<file path="config.mk">
export PLATFORM = sky130hd
export DESIGN_NAME = latchdrv_ctrl
export DESIGN_NICKNAME = d
export VERILOG_FILES = /design/src/rtl/latchdrv_pkg.sv /design/src/rtl/ld_sync.sv /design/src/rtl/ld_latch_bank.sv /design/src/rtl/ld_oc_chan.sv /design/src/rtl/latchdrv_ctrl.sv
export SDC_FILE = /design/constraint.sdc
export NUM_CORES = 1
export LEC_CHECK = 0
export BUFFER_PORTS_ARGS = -buffer_cell sky130_fd_sc_hd__buf_2
export CORE_MARGIN = 2
export CORE_UTILIZATION = 45
export CTS_CLUSTER_SIZE = 12
export DETAILED_ROUTE_END_ITERATION = 10
export GPL_TIMING_DRIVEN = 0
export PLACE_DENSITY_LB_ADDON = 0.08
export REMOVE_ABC_BUFFERS = 1
export SLEW_MARGIN = 0
export SYNTH_ARGS = -nofsm -noshare
export SYNTH_HDL_FRONTEND = slang
export SYNTH_SLANG_ARGS = --single-unit
export TNS_END_PERCENT = 50
</file>
<file path="constraint.sdc">
create_clock -name clk -period 2.5 [get_ports clk]
set_clock_uncertainty 0.15 [all_clocks]
set_input_delay 0.625 -clock clk [delete_from_list [all_inputs] [get_ports clk]]
set_output_delay 0.625 -clock clk [all_outputs]
set_load 0.005 [all_outputs]
</file>
<file path="src/rtl/latchdrv_pkg.sv">
package latchdrv_pkg;

    // synchronized single-bit controls
    typedef struct packed {
        logic load;
        logic wipe;
        logic en_rst;
        logic low_vdd;
        logic hot;
    } ctl_t;

    localparam int CTL_W = $bits(ctl_t);

    // outputs gated off as a whole
    function automatic logic all_off(ctl_t c);
        return c.en_rst | c.low_vdd | c.hot;
    endfunction

    // latched faults are released
    function automatic logic fault_release(ctl_t c);
        return c.en_rst | c.low_vdd;
    endfunction

endpackage

</file>
<file path="src/rtl/ld_sync.sv">
module ld_sync #(
    parameter int W = 1
) (
    input  logic         clk,
    input  logic         rst,
    input  logic [W-1:0] a_in,
    output logic [W-1:0] s_out
);
    logic [W-1:0] stg1;

    always_ff @(posedge clk) begin
        if (rst) begin
            stg1  <= '0;
            s_out <= '0;
        end else begin
            stg1  <= a_in;
            s_out <= stg1;
        end
    end
endmodule

</file>
<file path="src/rtl/ld_latch_bank.sv">
module ld_latch_bank #(
    parameter int NCH = 8
) (
    input  logic           clk,
    input  logic           rst,
    input  logic [NCH-1:0] d,
    input  logic           ld,
    input  logic           clr,
    output logic [NCH-1:0] q
);
    always_ff @(posedge clk) begin
        if (rst)       q <= '0;
        else if (clr)  q <= '0;
        else if (ld)   q <= d;
    end

    assert_load_R1: assert property (@(posedge clk) disable iff (rst)
        (ld && !clr) |=> (q == $past(d)));

    assert_hold_R1: assert property (@(posedge clk) disable iff (rst)
        (!ld && !clr) |=> $stable(q));

    assert_wipe_R2: assert property (@(posedge clk) disable iff (rst)
        clr |=> (q == '0));
endmodule

</file>
<file path="src/rtl/ld_oc_chan.sv">
module ld_oc_chan #(
    parameter int QUAL_CYC = 100,
    localparam int CW = $clog2(QUAL_CYC + 1)
) (
    input  logic clk,
    input  logic rst,
    input  logic oc,
    input  logic rel,
    output logic fault
);
    localparam logic [CW-1:0] LAST = CW'(QUAL_CYC - 1);

    logic [CW-1:0] run;

    always_ff @(posedge clk) begin
        if (rst || rel) begin
            run   <= '0;
            fault <= 1'b0;
        end else if (!oc) begin
            run   <= '0;
        end else if (run == LAST) begin
            fault <= 1'b1;
        end else begin
            run   <= run + 1'b1;
        end
    end

    assert_trip_needs_oc_R5: assert property (@(posedge clk) disable iff (rst)
        $rose(fault) |-> $past(oc));

    assert_fault_sticky_R6: assert property (@(posedge clk) disable iff (rst)
        (fault && !rel) |=> fault);

    assert_release_R8: assert property (@(posedge clk) disable iff (rst)
        rel |=> !fault);
endmodule

</file>
<file path="src/rtl/latchdrv_ctrl.sv">
module latchdrv_ctrl
    import latchdrv_pkg::*;
#(
    parameter int NCH      = 8,
    parameter int QUAL_CYC = 100
) (
    input  logic           clk,
    input  logic           rst,
    input  logic [NCH-1:0] din,
    input  logic           load,
    input  logic           wipe,
    input  logic           en_rst,
    input  logic [NCH-1:0] oc_det,
    input  logic           hot,
    input  logic           low_vdd,
    output logic [NCH-1:0] drv_on,
    output logic           fault_n
);
    localparam int SW = 2 * NCH + CTL_W;

    ctl_t           ctl_a, ctl_s;
    logic [NCH-1:0] din_s, oc_s, lat, flt;

    assign ctl_a = '{load: load, wipe: wipe, en_rst: en_rst,
                     low_vdd: low_vdd, hot: hot};

    ld_sync #(.W(SW)) u_sync (
        .clk   (clk),
        .rst   (rst),
        .a_in  ({oc_det, din, ctl_a}),
        .s_out ({oc_s, din_s, ctl_s})
    );

    ld_latch_bank #(.NCH(NCH)) u_bank (
        .clk (clk),
        .rst (rst),
        .d   (din_s),
        .ld  (ctl_s.load),
        .clr (ctl_s.wipe),
        .q   (lat)
    );

    for (genvar i = 0; i < NCH; i++) begin : g_ch
        ld_oc_chan #(.QUAL_CYC(QUAL_CYC)) u_oc (
            .clk   (clk),
            .rst   (rst),
            .oc    (oc_s[i]),
            .rel   (fault_release(ctl_s)),
            .fault (flt[i])
        );
    end

    assign drv_on  = lat & ~flt & {NCH{~all_off(ctl_s)}};
    assign fault_n = ~(|flt | ctl_s.hot);

    // a fault may only appear after the comparator was seen high
    assert_flag_cause_R9: assert property (@(posedge clk) disable iff (rst)
        $fell(fault_n) |-> (ctl_s.hot || $past(|oc_s)));
endmodule

</file>
==> impl_metrics.py, run 1 <==
metrics = {
    "place": {
        "place_congestion": 0.8067,
        "io_buffer_count": 31,
        "place_hpwl_um": 5086,
        "placement.cell_area_um2": 4659,
        "dp.cells": 583,
    },
    "clock_network": {
        "cts.sinks": 114,
        "cts.root.buffer_cell": "sky130_fd_sc_hd__clkbuf_8",
        "cts_hold_buf": 0,
        "tritoncts": "built",
        "worst_setup_hold_path_clk_slew_ps": 50,
        "clock_latency_reported_for_the_late_side_of_the_worst_skew_pair_ps": 500,
        "maximum_buffer_depth_of_the_clock_tree": 2,
        "cts_inserted_buffers": 17,
        "cts_max_level": 4,
    },
    "detailed_routing": {
        "finalWirelength_um": 7932,
        "drcViolationCount": 0,
        "vias": 3064,
        "drt.antenna.violating_nets": 0,
        "drt_first_iter_violations": 65,
        "via_per_inst": 4.982,
        "route.detailed.wl_per_inst_um": 12.90,
        "drt-pass1-iter-count": 4,
    },
    "sta": {
        "max_clock_freq_ghz": 0.4050,
        "final_max_slew_viol_count": 0,
        "max_slew_margin": 0.3552,
        "post-route-period-util": 0.9878,
        "setup-violations-final": 0,
        "setup_repair_after_global_routing_missed_its_margin": "yes",
        "hold_viol_final": 0,
        "actual_transition_at_the_worst_max_transition_pin_ps": 967.1,
        "post-route-min-period_ps": 2469,
    },
    "layout": {
        "flow.area_growth_from_synthesis_pct": 19.45,
        "stdcell_count": 615,
        "antenna-diode-count": 0,
        "post-route-cell-area_um2": 5264,
        "drive_above_1_share": 0.2054,
        "nNetsFinal": 502,
        "num-fill-cells": 889,
    },
    "yosys": {
        "post_synth_instance_area_um2": 4407,
        "synth_seq_area_share": 0.5179,
        "post_synth.cell_area_avg_um2": 10.25,
        "synth_cell_type_count": 28,
        "ys_seq_elements": 114,
        "synthesis.instances": 430,
        "yosysWarnings": 0,
    },
    "status": {
        "outcome": "finished clean",
    },
    "grt": {
        "global_route.usage.total": 0.1623,
        "grt_remaining_overflow": 0,
        "largest_net_degree_at_the_start_of_global_routing": 53,
        "number_of_global_route_vias_before_repair": 2731,
        "antenna_found_initial": 0,
        "grt_first_pass_wirelength_um": 12940,
    },
    "floorplan": {
        "die_width_um": 103.0,
        "die-area_um2": 10600,
        "num_rows": 36,
        "starting_density_of_the_core": 0.4572,
        "ios": 32,
        "core_area_um2": 9639,
        "floorplan.die.height_um": 103.0,
    },
    "critical_path": {
        "criticalPathCategory": "register to output port",
        "type_of_origin_of_the_critical_path": "register",
        "timing.critical_path.arrival_ps": 1690,
        "critical_path.startpoint": "u_sync.s_out[1]",
        "worst-endpoint-required_ps": 1730,
        "worstPathMaxFanout": 8,
        "critPathCaptureType": "output port",
        "r2r_start": "u_sync.s_out[1]",
    },
    "power": {
        "static-leakage-power_nw": 1.855,
        "power.density_nw_per_um2": 782.9,
        "ir_drop_mv": 0.4257,
    },
    "min_path": {
        "worstHoldStart": "oc_det[0]",
        "min-delay-path-class": "input port to register",
    },
    "run": {
        "cap_violations": 0,
    },
}
critical path: stages (launching register included):
cell and delay, ps:
sky130_fd_sc_hd__dfxtp_4 340, sky130_fd_sc_hd__or3_4 480, sky130_fd_sc_hd__nor3b_1 220, sky130_fd_sc_hd__buf_2 160
where the power goes:
group | internal, mW | leakage [nW] | switching (mW)
logic | 0.0480 | 0.655 | 0.0581
clock network | 1.40 | 0.270 | 0.745
registers | 1.86 | 0.929 | 0.0163
metal layers:
| layer | part of all wire | up-vias | global-route usage |
|---|---|---|---|
| li1 | - | 1604 | - |
| met1 | 0.50 | 1408 | 0.2098 |
| met2 | 0.45 | 40 | 0.2458 |
| met3 | 0.035 | 12 | 0.05356 |
| met4 | 0.015 | 0 | 0.07591 |
| met5 | 0 | - | 0 |
path summary, 6_finish.rpt:
kind	end	slack, ps	depth (start not counted)
setup reg to reg	g_ch[0].u_oc.run[4]	390	4
hold / removal	u_sync.stg1[13]	180	2
setup / recovery	drv_on[7]	30	3
hold reg to reg	u_sync.s_out[3]	280	1
cells in the mapped netlist (all sizes together):
| master | instances | area share |
|---|---|---|
| nor3 | 32 | 0.039 |
| nor3b | 16 | 0.036 |
| xnor2 | 8 | 0.016 |
| nor2 | 18 | 0.029 |
| xor2 | 16 | 0.032 |
| or2 | 1 | 0.0014 |
| a21oi | 16 | 0.018 |
| or3 | 17 | 0.024 |
| nor4b | 8 | 0.016 |
| or4b | 8 | 0.025 |
| clkbuf | 6 | 0.0051 |
| mux2i | 16 | 0.036 |
| a22o | 8 | 0.016 |
| nand3 | 23 | 0.026 |
| nor4 | 2 | 0.0028 |
| o21ai | 24 | 0.027 |
| ha | 8 | 0.023 |
| nand2 | 42 | 0.039 |
| dfxtp | 114 | 0.52 |
| buf | 5 | 0.011 |
| nor2b | 42 | 0.060 |
cell families after synthesis:
family / Yosys count / share of synthesized area
multiplexers: 16 / 0.03634
buffers and inverters: 11 / 0.01561
AO/OA/AOI/OAI: 48 / 0.06133
XOR/XNOR: 24 / 0.04770
flip-flops: 114 / 0.5179
adder cells (fa/ha/maj): 8 / 0.02272
AND/OR/NAND/NOR: 209 / 0.2984
what timing repair did:
| action | in CTS | in global routing |
|---|---|---|
| pin swaps | 7 | 0 |
| resized for setup | 12 | 1 |
| setup buffers | 2 | 0 |
| setup endpoints to repair | 8 | 9 |
layout by cell type, fill, tap and decap left out, drive strengths merged, types with 17 or more instances in the layout:
cell type and count:
dfxtp 114, nor2b 42, nand2 42, buf 33, nor3 32, o21ai 24, clkbuf 24, nand3 23
nor2 18, or3 17
cell type report:
| type | count | area [um2] | area share |
|---|---|---|---|
| Sequential cell | 114 | 2290 | 0.4350 |
| Multi-Input combinational cell | 305 | 2102 | 0.3993 |
| Clock buffer | 24 | 480.5 | 0.09128 |
| Timing Repair Buffer | 33 | 170.2 | 0.03233 |
| Tap cell | 133 | 166.4 | 0.03161 |
| Clock inverter | 6 | 55.05 | 0.01046 |
flip-flops by register name (all words and copies together), names as in the netlist:
name and cells:
g_ch.u_oc.run 56, u_sync.s_out 21, u_sync.stg1 21, g_ch.u_oc.fault 8, u_bank.q 8
stage by stage:
step | worst slack (ps) | hold slack (ps) | util | TNS [ps] | power (mW)
2_1_floorplan | 623.8 | 263.8 | - | 0 | 1.961
5_1_grt | -44.41 | 164.5 | 0.5461 | -204.5 | 4.281
6_report | 30.62 | 177.8 | 0.5461 | 0 | 4.121
3_3_place_gp | -181.7 | 270.7 | 0.4834 | -4998 | 2.009
3_5_place_dp | -212.6 | 270.4 | 0.4834 | -6331 | 2.011
4_1_cts | 16.06 | 151.5 | 0.5454 | 0 | 4.176
(Power assumes the default switching activity.)
==> run 2, diff against run 1 <==
clock period = 2.7 ns   (was 2.5 ns; I/O delays follow)
==> run 2 against run 1 <==
The flow now finishes with violations (setup timing). Via count decreased by 0.13%. Cell area decreased by 1.1%. Combinational power decreased by 16%. Wire length decreased by 1.2%. Register-to-register slack improved by 290 ps. Flip-flop and latch count unchanged. Critical path depth unchanged. Critical path type unchanged. Highest routed layer unchanged.
==> impl_metrics.py, run 2 (synthesized netlist as in run 1, its figures left out) <==
metrics = {
    "sta": {
        "actual_transition_at_the_worst_max_transition_pin_ps": 936.6,
        "setup_repair_after_global_routing_missed_its_margin": "yes",
        "max_slew_margin": 0.3756,
        "max_clock_freq_ghz": 0.3653,
        "final_max_slew_viol_count": 0,
        "setup-violations-final": 1,
        "setup_total_negative_slack_ps": -37.30,
        "post-route-period-util": 1.014,
        "post-route-min-period_ps": 2737,
        "post-route-worst-setup-slack_ps": -37.30,
        "hold_viol_final": 0,
    },
    "clock_network": {
        "post-cts-setup-buffer-count": 0,
        "cts_inserted_buffers": 17,
        "maximum_buffer_depth_of_the_clock_tree": 2,
        "cts_max_level": 4,
        "cts.root.buffer_cell": "sky130_fd_sc_hd__clkbuf_8",
        "cts.sinks": 114,
        "cts_hold_buf": 0,
        "tritoncts": "built",
        "cts-resized-gates": 3,
        "worst_setup_hold_path_clk_slew_ps": 50,
        "clock_latency_reported_for_the_late_side_of_the_worst_skew_pair_ps": 500,
    },
    "grt": {
        "grt_first_pass_wirelength_um": 12820,
        "largest_net_degree_at_the_start_of_global_routing": 53,
        "number_of_global_route_vias_before_repair": 2742,
        "global_route.usage.total": 0.1607,
        "grt_remaining_overflow": 0,
        "antenna_found_initial": 0,
    },
    "place": {
        "post-place-ws_ps": -62.56,
        "place_hpwl_um": 5086,
        "placement.cell_area_um2": 4659,
        "place_congestion": 0.8067,
        "dp.cells": 583,
        "io_buffer_count": 31,
    },
    "detailed_routing": {
        "drt_first_iter_violations": 71,
        "drt-pass1-iter-count": 4,
        "drt.antenna.violating_nets": 0,
        "via_per_inst": 4.992,
        "vias": 3060,
        "route.detailed.wl_per_inst_um": 12.78,
        "finalWirelength_um": 7835,
        "drcViolationCount": 0,
    },
    "critical_path": {
        "worst-endpoint-required_ps": 1880,
        "critPathCaptureType": "output port",
        "r2r_start": "u_sync.s_out[1]",
        "worstPathMaxFanout": 10,
        "timing.critical_path.arrival_ps": 1910,
        "criticalPathCategory": "register to output port",
        "type_of_origin_of_the_critical_path": "register",
        "critical_path.startpoint": "u_sync.s_out[1]",
    },
    "layout": {
        "nNetsFinal": 500,
        "post-route-cell-area_um2": 5207,
        "final_common_cell": "sky130_fd_sc_hd__dfxtp_1",
        "final_cell_mix": "sky130_fd_sc_hd__dfxtp_1, sky130_fd_sc_hd__nor2b_1, sky130_fd_sc_hd__nand2_1",
        "flow.area_growth_from_synthesis_pct": 18.17,
        "max_flop_register": "g_ch.u_oc.run",
        "antenna-diode-count": 0,
        "number_of_flip_flops_in_the_largest_register": 56,
        "final_core_utilization": 0.5402,
        "drive_above_1_share": 0.1875,
        "stdcell_count": 613,
        "layout_top_registers": "g_ch.u_oc.run x56, u_sync.s_out x21, u_sync.stg1 x21",
    },
    "floorplan": {
        "die-area_um2": 10600,
        "ios": 32,
        "core_area_um2": 9639,
        "starting_density_of_the_core": 0.4572,
        "die_width_um": 103.0,
        "num_rows": 36,
        "floorplan.die.height_um": 103.0,
    },
    "run": {
        "cap_violations": 0,
    },
    "power": {
        "power.density_nw_per_um2": 732.0,
        "static-leakage-power_nw": 1.823,
        "ir_drop_mv": 0.3939,
    },
    "min_path": {
        "worstHoldStart": "oc_det[6]",
        "min-delay-path-class": "input port to register",
    },
    "status": {
        "outcome": "complete, but fails checks",
        "failed_checks": "setup timing",
    },
}
==> run 2: worst paths after layout <==
check	end	slack, ps	depth (start not counted)
setup reg to reg	g_ch[0].u_oc.run[4]	680	3
hold reg to reg	u_sync.s_out[15]	280	1
hold / removal	u_sync.stg1[19]	230	2
setup / recovery	drv_on[3]	-40	3
==> run 2: critical path, cell delays in order (launching register included) <==
cell and delay, ps:
sky130_fd_sc_hd__dfxtp_2 420, sky130_fd_sc_hd__or3_4 480, sky130_fd_sc_hd__nor3b_1 340, sky130_fd_sc_hd__buf_2 180
==> run 2: through the flow <==
step,power [mW],hold slack [ps]
6_report,3.812,226.6
4_1_cts,3.864,201.4
2_1_floorplan,1.815,263.8
3_5_place_dp,1.862,270.4
3_3_place_gp,1.860,270.7
5_1_grt,3.961,214.5
==> run 2: final cells by class <==
cell class | count | area (um2)
Tap cell | 133 | 166.4
Clock inverter | 6 | 55.05
Multi-Input combinational cell | 305 | 2066
Sequential cell | 114 | 2285
Timing Repair Buffer | 31 | 155.1
Fill cell | 888 | 4432
Clock buffer | 24 | 480.5
==> run 2: layer usage <==
layer,up-vias,share of wire,track usage
li1,1597,-,-
met1,1395,0.50,0.2064
met2,52,0.44,0.2438
met3,16,0.040,0.05356
met4,0,0.017,0.07692
met5,-,0,0
==> run 2: power by group <==
| group | total, mW | leakage [nW] | internal [mW] | switching (mW) |
|---|---|---|---|---|
| clock network | 1.98 | 0.270 | 1.29 | 0.689 |
| registers | 1.74 | 0.929 | 1.72 | 0.0195 |
| logic | 0.0894 | 0.624 | 0.0425 | 0.0469 |
==> run 3, diff against run 2 <==
CORE_UTILIZATION = 55   (was 45)
REMOVE_ABC_BUFFERS = default   (was 1)
==> run 3 against run 2 <==
Critical path depth grew 2. Non-clock buffer count grew 14. Global-route usage is 5.2 points higher. The run now ends clean. Critical path type unchanged.
==> impl_metrics.py, run 3 (synthesized netlist as in run 1, its figures left out) <==
metrics = {
    "status": {
        "outcome": "finished clean",
    },
    "grt": {
        "grt_first_pass_wirelength_um": 14280,
        "number_of_global_route_vias_before_repair": 3098,
        "grt_remaining_overflow": 0,
        "largest_net_degree_at_the_start_of_global_routing": 17,
        "global_route.usage.total": 0.2126,
        "antenna_found_initial": 0,
    },
    "sta": {
        "post-route-period-util": 0.9811,
        "setup_total_negative_slack_ps": 0,
        "setup-violations-final": 0,
        "final_max_slew_viol_count": 0,
        "hold_viol_final": 0,
        "max_clock_freq_ghz": 0.3775,
        "max_slew_margin": 0.6088,
        "actual_transition_at_the_worst_max_transition_pin_ps": 586.8,
        "post-route-min-period_ps": 2649,
    },
    "detailed_routing": {
        "vias": 3167,
        "finalWirelength_um": 8371,
        "via_per_inst": 5.296,
        "drt-pass1-iter-count": 4,
        "drt.antenna.violating_nets": 0,
        "drcViolationCount": 0,
        "drt_first_iter_violations": 103,
        "route.detailed.wl_per_inst_um": 14.00,
    },
    "power": {
        "netSwitchingPower_mw": 0.8797,
        "clkPwrFrac": 0.534,
        "static-leakage-power_nw": 1.895,
        "intPower_mw": 3.092,
        "power.sequential.fraction": 0.436,
        "power_switching_share": 0.2215,
        "power.density_nw_per_um2": 739.2,
        "power.share.combinational": 0.031,
        "ir_drop_mv": 0.6135,
    },
    "layout": {
        "final_common_cell": "sky130_fd_sc_hd__dfxtp_1",
        "number_of_flip_flops_in_the_largest_register": 56,
        "final_cell_mix": "sky130_fd_sc_hd__dfxtp_1, sky130_fd_sc_hd__nor2b_1, sky130_fd_sc_hd__nand2_1",
        "seqCellArea_um2": 2282,
        "num-fill-cells": 601,
        "multiInputGateArea_um2": 2126,
        "layout_top_registers": "g_ch.u_oc.run x56, u_sync.s_out x21, u_sync.stg1 x21",
        "final_core_utilization": 0.6953,
        "nNetsFinal": 514,
        "max_flop_register": "g_ch.u_oc.run",
        "flow.area_growth_from_synthesis_pct": 21.92,
        "antenna-diode-count": 0,
        "drive_above_1_share": 0.2177,
        "post-route-cell-area_um2": 5373,
    },
    "min_path": {
        "min-delay-path-class": "input port to register",
    },
    "place": {
        "io_buffer_count": 31,
        "place_congestion": 0.7900,
        "place_hpwl_um": 5473,
        "placement.cell_area_um2": 4690,
    },
    "clock_network": {
        "cts_max_level": 4,
        "worst_setup_hold_path_clk_slew_ps": 60,
        "cts_hold_buf": 0,
        "tritoncts": "built",
        "cts_inserted_buffers": 17,
        "maximum_buffer_depth_of_the_clock_tree": 2,
        "clock_latency_reported_for_the_late_side_of_the_worst_skew_pair_ps": 510,
        "cts.root.buffer_cell": "sky130_fd_sc_hd__clkbuf_8",
        "cts.sinks": 114,
    },
    "critical_path": {
        "path_buf_inv": 3,
        "type_of_origin_of_the_critical_path": "register",
        "crit_path_top_delay_cell": "sky130_fd_sc_hd__or3_4",
        "timing.critical_path.arrival_ps": 1820,
        "worst-endpoint-required_ps": 1880,
        "cp_slowest_stage_delay_ps": 370,
        "cp_top_family": "simple AND/OR/NAND/NOR gates",
        "critPathCaptureType": "output port",
        "critical_path.cell_chain": "buf_6 -> or3_4 -> buf_12 -> nor3b_4 -> buf_2",
        "worstPathMaxFanout": 8,
        "criticalPathCategory": "register to output port",
        "internal_reg_to_reg_setup_slack_ps": 960,
    },
    "floorplan": {
        "starting_density_of_the_core": 0.5703,
        "floorplan.die.height_um": 93.51,
        "num_rows": 32,
        "core_area_um2": 7727,
        "die-area_um2": 8744,
        "die_width_um": 93.51,
        "ios": 32,
    },
    "run": {
        "cap_violations": 0,
    },
    "yosys": {
        "synth_nets": 461,
    },
}
run 3: cell types whose count changed in the layout (fill, tap and decap cells not counted), sizes merged:
cell,previous run,this run
buf,31,39
bufinv,1,2
clkbuf,24,23
clkinvlp,0,4
inv,0,4
run 3: stage by stage:
stage | power (mW) | hold WS (ps) | cells | worst slack [ps]
4_1_cts | 3.996 | 201.2 | 595 | -3.880
5_1_grt | 4.111 | 215.8 | 598 | -0.2345
3_5_place_dp | 1.873 | 270.4 | 563 | 473.1
6_report | 3.972 | 220.1 | 598 | 50.96
2_1_floorplan | 1.831 | 263.8 | 430 | 747.8
3_3_place_gp | 1.871 | 269.0 | 563 | 453.5
run 3: area by class of cell:
| type | instances | share of cell area |
|---|---|---|
| Sequential cell | 114 | 0.4248 |
| Multi-Input combinational cell | 305 | 0.3957 |
| Clock buffer | 17 | 0.07708 |
| Timing Repair Buffer | 34 | 0.03307 |
| Clock inverter | 15 | 0.02934 |
| Tap cell | 102 | 0.02375 |
| Buffer | 11 | 0.01630 |
run 3: path summary, 6_finish.rpt:
path | cells past startpoint | start | end
worst max-delay path | 5 | u_sync.s_out[1] | drv_on[2]
worst max register to register | 5 | u_sync.s_out[1] | g_ch[0].u_oc.run[3]
worst min register to register | 1 | u_sync.stg1[9] | u_sync.s_out[9]
worst min-delay path | 2 | low_vdd | u_sync.stg1[1]
run 3: worst reg2reg max path, stage by stage, from the launching register on:
cell	delay, ps
sky130_fd_sc_hd__dfxtp_1	310
sky130_fd_sc_hd__buf_6	120
sky130_fd_sc_hd__buf_4	170
sky130_fd_sc_hd__nor3_4	410
sky130_fd_sc_hd__nand2_1	270
sky130_fd_sc_hd__nor3_1	240
run 3: what timing repair did:
| action | 4_1_cts | 5_1_grt |
|---|---|---|
| gates resized for setup | 9 | 9 |
| pin swaps | 1 | 7 |
| endpoints found under the hold margin | 0 | 0 |
| setup endpoints to repair | 8 | 8 |
| setup buffers | 0 | 3 |
run 3: power by group through the flow:
stage                     clock network (mW)  logic [mW]  registers [mW]
final                                   2.12       0.121            1.73
after CTS                               2.15       0.112            1.73
after floorplan                            0      0.0699            1.76
after global placement                     0       0.106            1.76
after global routing                    2.24       0.134            1.73
after detailed placement                   0       0.108            1.77
run 3: layer usage:
metal	track usage	routed length, um
met5	0	0
met4	0.08088	95
met3	0.06608	360
met2	0.3423	3888
met1	0.2669	4026
